## src/rtl/sgf_pkg.sv

```systemverilog
package sgf_pkg;

    localparam int unsigned WORD_W     = 32;
    localparam int unsigned DESC_WORDS = 16;
    localparam int unsigned KEEP_WORDS = 12;

    localparam int unsigned FLAG_LAST = 0;
    localparam int unsigned FLAG_IRQ  = 1;

    // word positions inside a record
    localparam int unsigned W_FLAGS  = 0;
    localparam int unsigned W_ID     = 1;
    localparam int unsigned W_DST_LO = 2;
    localparam int unsigned W_DST_HI = 3;
    localparam int unsigned W_SRC_LO = 4;
    localparam int unsigned W_SRC_HI = 5;
    localparam int unsigned W_NXT_LO = 6;
    localparam int unsigned W_NXT_HI = 7;
    localparam int unsigned W_ROWS   = 8;
    localparam int unsigned W_ROWLEN = 9;
    localparam int unsigned W_SSTR   = 10;
    localparam int unsigned W_DSTR   = 11;

    typedef enum logic [1:0] {
        ST_IDLE,
        ST_FETCH,
        ST_OFFER,
        ST_RUN
    } fsm_e;

    typedef struct packed {
        logic [WORD_W-1:0]   flags;
        logic [WORD_W-1:0]   id;
        logic [2*WORD_W-1:0] dst;
        logic [2*WORD_W-1:0] src;
        logic [2*WORD_W-1:0] nxt;
        logic [WORD_W-1:0]   rows;
        logic [WORD_W-1:0]   rowlen;
        logic [WORD_W-1:0]   sstr;
        logic [WORD_W-1:0]   dstr;
    } desc_t;

endpackage

```

## src/rtl/sgf_word_addr.sv

```systemverilog
module sgf_word_addr #(
    parameter int unsigned ADDR_W = 64,
    parameter int unsigned IDX_W  = 4
) (
    input  logic [ADDR_W-1:0] base,
    input  logic [IDX_W-1:0]  idx,
    output logic [ADDR_W-1:0] addr
);
    localparam int unsigned OFS_W = IDX_W + 2;

    logic [OFS_W-1:0] ofs;

    assign ofs  = {idx, 2'b00};
    assign addr = base + ADDR_W'(ofs);

endmodule

```

## src/rtl/sgf_field_store.sv

```systemverilog
module sgf_field_store
    import sgf_pkg::*;
#(
    parameter int unsigned NUM_WORDS = KEEP_WORDS,
    parameter int unsigned IDX_W     = 4
) (
    input  logic              clk,
    input  logic              rst_n,
    input  logic              wr_en,
    input  logic [IDX_W-1:0]  wr_idx,
    input  logic [WORD_W-1:0] wr_data,
    output desc_t             desc_o
);
    logic [NUM_WORDS-1:0][WORD_W-1:0] words;

    for (genvar i = 0; i < NUM_WORDS; i++) begin : g_word
        logic [WORD_W-1:0] w_d, w_q;

        always_comb begin
            w_d = w_q;
            if (wr_en && (wr_idx == IDX_W'(i))) begin
                w_d = wr_data;
            end
        end

        always_ff @(posedge clk or negedge rst_n) begin
            if (!rst_n) begin
                w_q <= '0;
            end else begin
                w_q <= w_d;
            end
        end

        assign words[i] = w_q;
    end

    always_comb begin
        desc_o.flags  = words[W_FLAGS];
        desc_o.id     = words[W_ID];
        desc_o.dst    = {words[W_DST_HI], words[W_DST_LO]};
        desc_o.src    = {words[W_SRC_HI], words[W_SRC_LO]};
        desc_o.nxt    = {words[W_NXT_HI], words[W_NXT_LO]};
        desc_o.rows   = words[W_ROWS];
        desc_o.rowlen = words[W_ROWLEN];
        desc_o.sstr   = words[W_SSTR];
        desc_o.dstr   = words[W_DSTR];
    end

endmodule

```

## src/rtl/sgf_tag_counter.sv

```systemverilog
module sgf_tag_counter #(
    parameter int unsigned MAX_COUNT = 31,
    parameter int unsigned W         = $clog2(MAX_COUNT)
) (
    input  logic         clk,
    input  logic         rst_n,
    input  logic         clr,
    input  logic         inc,
    output logic [W-1:0] tag
);
    localparam logic [W-1:0] TOP = W'(MAX_COUNT - 1);

    logic [W-1:0] cnt_d, cnt_q;

    always_comb begin
        cnt_d = cnt_q;
        if (clr) begin
            cnt_d = '0;
        end else if (inc) begin
            cnt_d = (cnt_q == TOP) ? '0 : cnt_q + W'(1);
        end
    end

    always_ff @(posedge clk or negedge rst_n) begin
        if (!rst_n) begin
            cnt_q <= '0;
        end else begin
            cnt_q <= cnt_d;
        end
    end

    assign tag = cnt_q;

endmodule

```

## src/rtl/sgdesc_fetch.sv

```systemverilog
module sgdesc_fetch
    import sgf_pkg::*;
#(
    parameter int unsigned MAX_BURST = 31,
    parameter int unsigned TAG_W     = $clog2(MAX_BURST)
) (
    input  logic              clk,
    input  logic              rst_n,
    input  logic              ctl_enable,
    input  logic              ctl_sg_enable,
    input  logic              start,
    input  logic [31:0]       head_addr_lo,
    input  logic [31:0]       head_addr_hi,
    output logic              rd_req,
    output logic [63:0]       rd_addr,
    input  logic              rd_ack,
    input  logic [31:0]       rd_data,
    output logic              dsc_valid,
    input  logic              dsc_ready,
    output logic [31:0]       dsc_id,
    output logic [63:0]       dsc_dst_addr,
    output logic [63:0]       dsc_src_addr,
    output logic [31:0]       dsc_rows,
    output logic [31:0]       dsc_row_len,
    output logic [31:0]       dsc_src_stride,
    output logic [31:0]       dsc_dst_stride,
    output logic [TAG_W-1:0]  dsc_tag,
    input  logic              xfer_done,
    output logic              busy,
    output logic              irq,
    output logic              chain_end
);
    localparam int unsigned ADDR_W   = 2 * WORD_W;
    localparam int unsigned IDX_W    = $clog2(DESC_WORDS);
    localparam logic [IDX_W-1:0] LAST_IDX = IDX_W'(DESC_WORDS - 1);

    typedef struct packed {
        fsm_e              st;
        logic [ADDR_W-1:0] base;
        logic [IDX_W-1:0]  widx;
        logic              irq;
        logic              fin;
    } ctl_t;

    ctl_t  ctl_d, ctl_q;
    desc_t desc;
    logic  en_all;
    logic  store_we;
    logic  tag_clr;
    logic  tag_inc;
    logic  unused_flag_bits;

    assign en_all           = ctl_enable & ctl_sg_enable;
    assign unused_flag_bits = ^desc.flags;

    always_comb begin
        ctl_d     = ctl_q;
        ctl_d.irq = 1'b0;
        ctl_d.fin = 1'b0;
        store_we  = 1'b0;
        tag_clr   = 1'b0;
        tag_inc   = 1'b0;
        unique case (ctl_q.st)
            ST_IDLE: begin
                if (start && en_all) begin
                    ctl_d.st   = ST_FETCH;
                    ctl_d.base = {head_addr_hi, head_addr_lo};
                    ctl_d.widx = '0;
                    tag_clr    = 1'b1;
                end
            end
            ST_FETCH: begin
                if (rd_ack) begin
                    store_we = en_all;
                    if (!en_all) begin
                        ctl_d.st = ST_IDLE;
                    end else if (ctl_q.widx == LAST_IDX) begin
                        ctl_d.st = ST_OFFER;
                    end else begin
                        ctl_d.widx = ctl_q.widx + IDX_W'(1);
                    end
                end
            end
            ST_OFFER: begin
                if (!en_all) begin
                    ctl_d.st = ST_IDLE;
                end else if (dsc_ready) begin
                    ctl_d.st = ST_RUN;
                    tag_inc  = 1'b1;
                end
            end
            ST_RUN: begin
                if (xfer_done) begin
                    ctl_d.irq = desc.flags[FLAG_IRQ];
                    if (desc.flags[FLAG_LAST]) begin
                        ctl_d.fin = 1'b1;
                        ctl_d.st  = ST_IDLE;
                    end else if (!en_all) begin
                        ctl_d.st = ST_IDLE;
                    end else begin
                        ctl_d.st   = ST_FETCH;
                        ctl_d.base = desc.nxt;
                        ctl_d.widx = '0;
                    end
                end
            end
            default: ctl_d.st = ST_IDLE;
        endcase
    end

    always_ff @(posedge clk or negedge rst_n) begin
        if (!rst_n) begin
            ctl_q <= '{st: ST_IDLE, base: '0, widx: '0, irq: 1'b0, fin: 1'b0};
        end else begin
            ctl_q <= ctl_d;
        end
    end

    sgf_word_addr #(
        .ADDR_W (ADDR_W),
        .IDX_W  (IDX_W)
    ) u_addr (
        .base (ctl_q.base),
        .idx  (ctl_q.widx),
        .addr (rd_addr)
    );

    sgf_field_store #(
        .NUM_WORDS (KEEP_WORDS),
        .IDX_W     (IDX_W)
    ) u_store (
        .clk     (clk),
        .rst_n   (rst_n),
        .wr_en   (store_we),
        .wr_idx  (ctl_q.widx),
        .wr_data (rd_data),
        .desc_o  (desc)
    );

    sgf_tag_counter #(
        .MAX_COUNT (MAX_BURST),
        .W         (TAG_W)
    ) u_tag (
        .clk   (clk),
        .rst_n (rst_n),
        .clr   (tag_clr),
        .inc   (tag_inc),
        .tag   (dsc_tag)
    );

    assign rd_req         = (ctl_q.st == ST_FETCH);
    assign dsc_valid      = (ctl_q.st == ST_OFFER);
    assign busy           = (ctl_q.st != ST_IDLE);
    assign irq            = ctl_q.irq;
    assign chain_end      = ctl_q.fin;
    assign dsc_id         = desc.id;
    assign dsc_dst_addr   = desc.dst;
    assign dsc_src_addr   = desc.src;
    assign dsc_rows       = desc.rows;
    assign dsc_row_len    = desc.rowlen;
    assign dsc_src_stride = desc.sstr;
    assign dsc_dst_stride = desc.dstr;

endmodule

```

## config.mk

```make
export PLATFORM = sky130hd
export DESIGN_NAME = sgdesc_fetch
export DESIGN_NICKNAME = d
export VERILOG_FILES = /design/src/rtl/sgf_pkg.sv /design/src/rtl/sgf_word_addr.sv /design/src/rtl/sgf_field_store.sv /design/src/rtl/sgf_tag_counter.sv /design/src/rtl/sgdesc_fetch.sv
export SDC_FILE = /design/constraint.sdc
export NUM_CORES = 1
export LEC_CHECK = 0
export ABC_AREA = 0
export BUFFER_PORTS_ARGS = -buffer_cell sky130_fd_sc_hd__buf_2
export CORE_AREA = 3 3 245 151
export DETAILED_ROUTE_END_ITERATION = 8
export DIE_AREA = 0 0 248 154
export GPL_TIMING_DRIVEN = 0
export HOLD_SLACK_MARGIN = 0.1
export PLACE_DENSITY_LB_ADDON = 0.1
export SLEW_MARGIN = 40
export SYNTH_ARGS = -nofsm -noshare
export SYNTH_HDL_FRONTEND = slang
export SYNTH_SLANG_ARGS = --single-unit
```

## constraint.sdc

```tcl
create_clock -name clk -period 4.72 [get_ports clk]
set_clock_uncertainty 0.15 [all_clocks]
set_input_delay 1.416 -clock clk [delete_from_list [all_inputs] [get_ports clk]]
set_output_delay 1.416 -clock clk [all_outputs]
set_load 0.1 [all_outputs]
```

==> out/metrics.yaml <==
status:
  outcome: "complete, no violations"
layout:
  area_delta_synth_final_pct: 25.27
  finalNetCount: 2376
  drive_above_1_share_pct: 54.99
  instances_no_fill: 2768
yosys:
  ys_types: 50
  ys_warn_count: 0
  async_flop_share_pct: 100.0
  ys_seq_area_share_pct: 52.63
  yosys-top-cells-area: "dfrtp_1 53%, mux2_2 19%, buf_4 11%, nand3_1 2.3%, a31oi_1 2.0%"
  synthTopCellsByCount: "431 x dfrtp_1, 347 x mux2_2, 290 x buf_4"
  synth.largest_area_cell: "dfrtp_1"
  synth_top_area_share_pct: 52.63
  synth.avg_cell_area_um2: 11.83
  synth_most_common_cell: "dfrtp_1"
  synth_edf_count: 0
  synth_nets: 1847
  synth-seq-cells: 431
  synthFlopType: "dfrtp_1"
  syn_area_mm2: 0.02049
  synth_cells: 1732
detailed_routing:
  ant_nets: 0
  viasPerCell: 5.478
  wl_per_cell_um: 22.02
  drt_first_pass_iters: 6
  vias: 15160
  wl_um: 60950
  drt-initial-drc-count: 1322
  drc_errors: 0
critical_path:
  cp_max_fo: 6
  critical-path-slowest-cell: "or4_4"
  worst_setup_path_start_kind: "flip-flop"
  crit_path_end_kind: "output pin"
  critPathKind: "reg -> out"
  crit_chain: "ha_4 > a211oi_4 > o21ba_4 > or4_4 > and4bb_2 > xor2_4 > buf_12"
  critical-path-max-stage-delay_ps: 620
  reg2reg_depth: 8
  required_ps: 3150
  crit_arrival_ps: 3120
grt:
  grt_overflow_total: 0
  grt_max_degree: 74
  grt_pass1_vias: 15470
  grt_use_total_pct: 31.61
  grt_pass1_wl_um: 91510
  antenna_found_initial: 7
placement:
  dp_hpwl_um: 45410
  dp.cells: 2669
  port_buffers: 464
  place_congestion: 0.9302
timing:
  fmax_mhz: 213.2
  tightest_slew_ps: 781.8
  post-route-min-period_ps: 4690
  hold_viol: 0
  setup_viol: 0
  maxSlewViolCount: 0
  whs_ps: 346.0
  max_slew_margin_pct: 47.88
  rsz0062_at_grt: "yes"
  finalCritPeriodShare_pct: 99.37
pwr:
  p_per_area_mw_per_mm2: 509.5
  total_power_w: 0.01308
  leakage_nw: 14.04
  irDropWorstVdd_mv: 0.5349
run:
  max_cap_viol_count: 0
floorplan:
  die_area_mm2: 0.03819
  coreArea_mm2: 0.03481
  die_w_um: 248
  boundaryPins: 466
  start_util_pct: 58.86
  fp.dieH_um: 154
  fp-row-count: 53
clock_network:
  insertion_delay_ps: 540
  cts-root-buf: "clkbuf_16"
  cts_buffers: 41
  numClockSinks: 431
  cts_tree: "done"
  clkSlewWorstSetupHoldPaths_ps: 70
  cts_buffer_depth: 3
  htree_levels: 2
hold_path:
  hold_path_depth: 1
  hp-class: "reg -> reg"
repair_timing:
item	in CTS	in global routing
pin swaps	7	11
gates resized for setup	57	13
setup endpoints to repair	42	15
hold buffers	0	0
setup buffers	4	12
placed cells by master, fill, tap and decap left out, types with 5 or more instances in the layout:
cell type and n:
mux2_2 347, o21ai_0 9, buf_1 23, inv_1 12
a31oi_1 65, xnor2_1 15, clkbuf_8 9, clkbuf_16 43
dfrtp_1 427, nand2b_1 5, mux2_1 7, nand4_1 24
ha_1 6, and3_1 7, buf_2 445, nor2_1 89
clkinv_2 6, xor2_2 8, bufinv_16 6, buf_4 325
nor3_2 5, xor2_1 20, diode_2 8, nand2_1 108
buf_16 6, clkbuf_1 79, and4_1 5, xnor2_2 17
nor3_1 10, nand3_1 92
registers in the layout, summed over array words and instances, names as in the netlist:
signal and cells:
u_store.g_word.w_q 354, ctl_q 70, u_tag.tag 5, chain_end 1, irq 1
worst max-delay path: cells and delay by family, from the launching register on:
family	cells	cell delay, ps
adder cells (fa/ha/maj)	1	320
AND/OR/NAND/NOR	2	1010
XOR/XNOR	1	220
flip-flops	1	500
AO/OA/AOI/OAI	2	320
buffers and inverters	1	200
metal layers:
layer  global-route usage [%]  wire length [um]  part of all wire, %
met1                    44.60             25500                   42
met2                    48.82             28150                   46
met3                    6.571              5178                  8.5
met4                    11.30              2119                  3.5
met5                        0                 0                    0
worst paths after layout:
| kind | start | to | slack, ps |
|---|---|---|---|
| worst max-delay path | ctl_q[3] | rd_addr[51] | 30 |
| worst min-delay path | u_store.g_word[4].w_q[1] | u_store.g_word[4].w_q[1] | 350 |
| worst max register to register | ctl_q[71] | ctl_q[53] | 1660 |
| worst min register to register | u_store.g_word[4].w_q[1] | u_store.g_word[4].w_q[1] | 350 |
| max in group asynchronous | rst_n | u_store.g_word[4].w_q[15] | 2310 |
| min in group asynchronous | rst_n | u_store.g_word[10].w_q[3] | 660 |
through the flow:
step                      cell area (um^2)  TNS (ps)  util (%)  worst slack [ps]
after global routing                 25670    -65.17     73.73            -47.74
after floorplan                      20690    -2.196         -            -2.196
final                                25670         0     73.73             29.85
after global placement               23590  -2719990     67.77             -6364
after detailed placement             23770         0     68.28             47.32
after CTS                            25500         0     73.24             4.848
where the power goes:
| group | internal [W] | leakage, nW | switching, W |
|---|---|---|---|
| registers | 0.00408 | 5.76 | 0.000371 |
| clock network | 0.00215 | 0.724 | 0.00146 |
| logic | 0.00114 | 7.55 | 0.00389 |
| total | 0.00736 | 14.0 | 0.00572 |
final cells by class:
cell class	count	area, um^2
Antenna cell	8	20.02
Buffer	396	2587
Clock buffer	58	1222
Clock inverter	17	251.5
Fill cell	2446	9145
Inverter	12	45.04
Multi-Input combinational cell	893	7436
Sequential cell	431	10790
Tap cell	467	584.3
Timing Repair Buffer	486	2733
cell families (layout without fill, tap and decap cells):
family	count (synthesis)	count (layout)	share of synthesized area [%]
AO/OA/AOI/OAI	93	93	2.962
flip-flops	431	431	52.63
AND/OR/NAND/NOR	374	374	8.793
buffers and inverters	408	969	12.84
adder cells (fa/ha/maj)	11	11	0.7083
XOR/XNOR	61	61	2.607
multiplexers	354	354	19.45
other	0	8	0
Note: power is estimated with default switching activity, not from simulation.
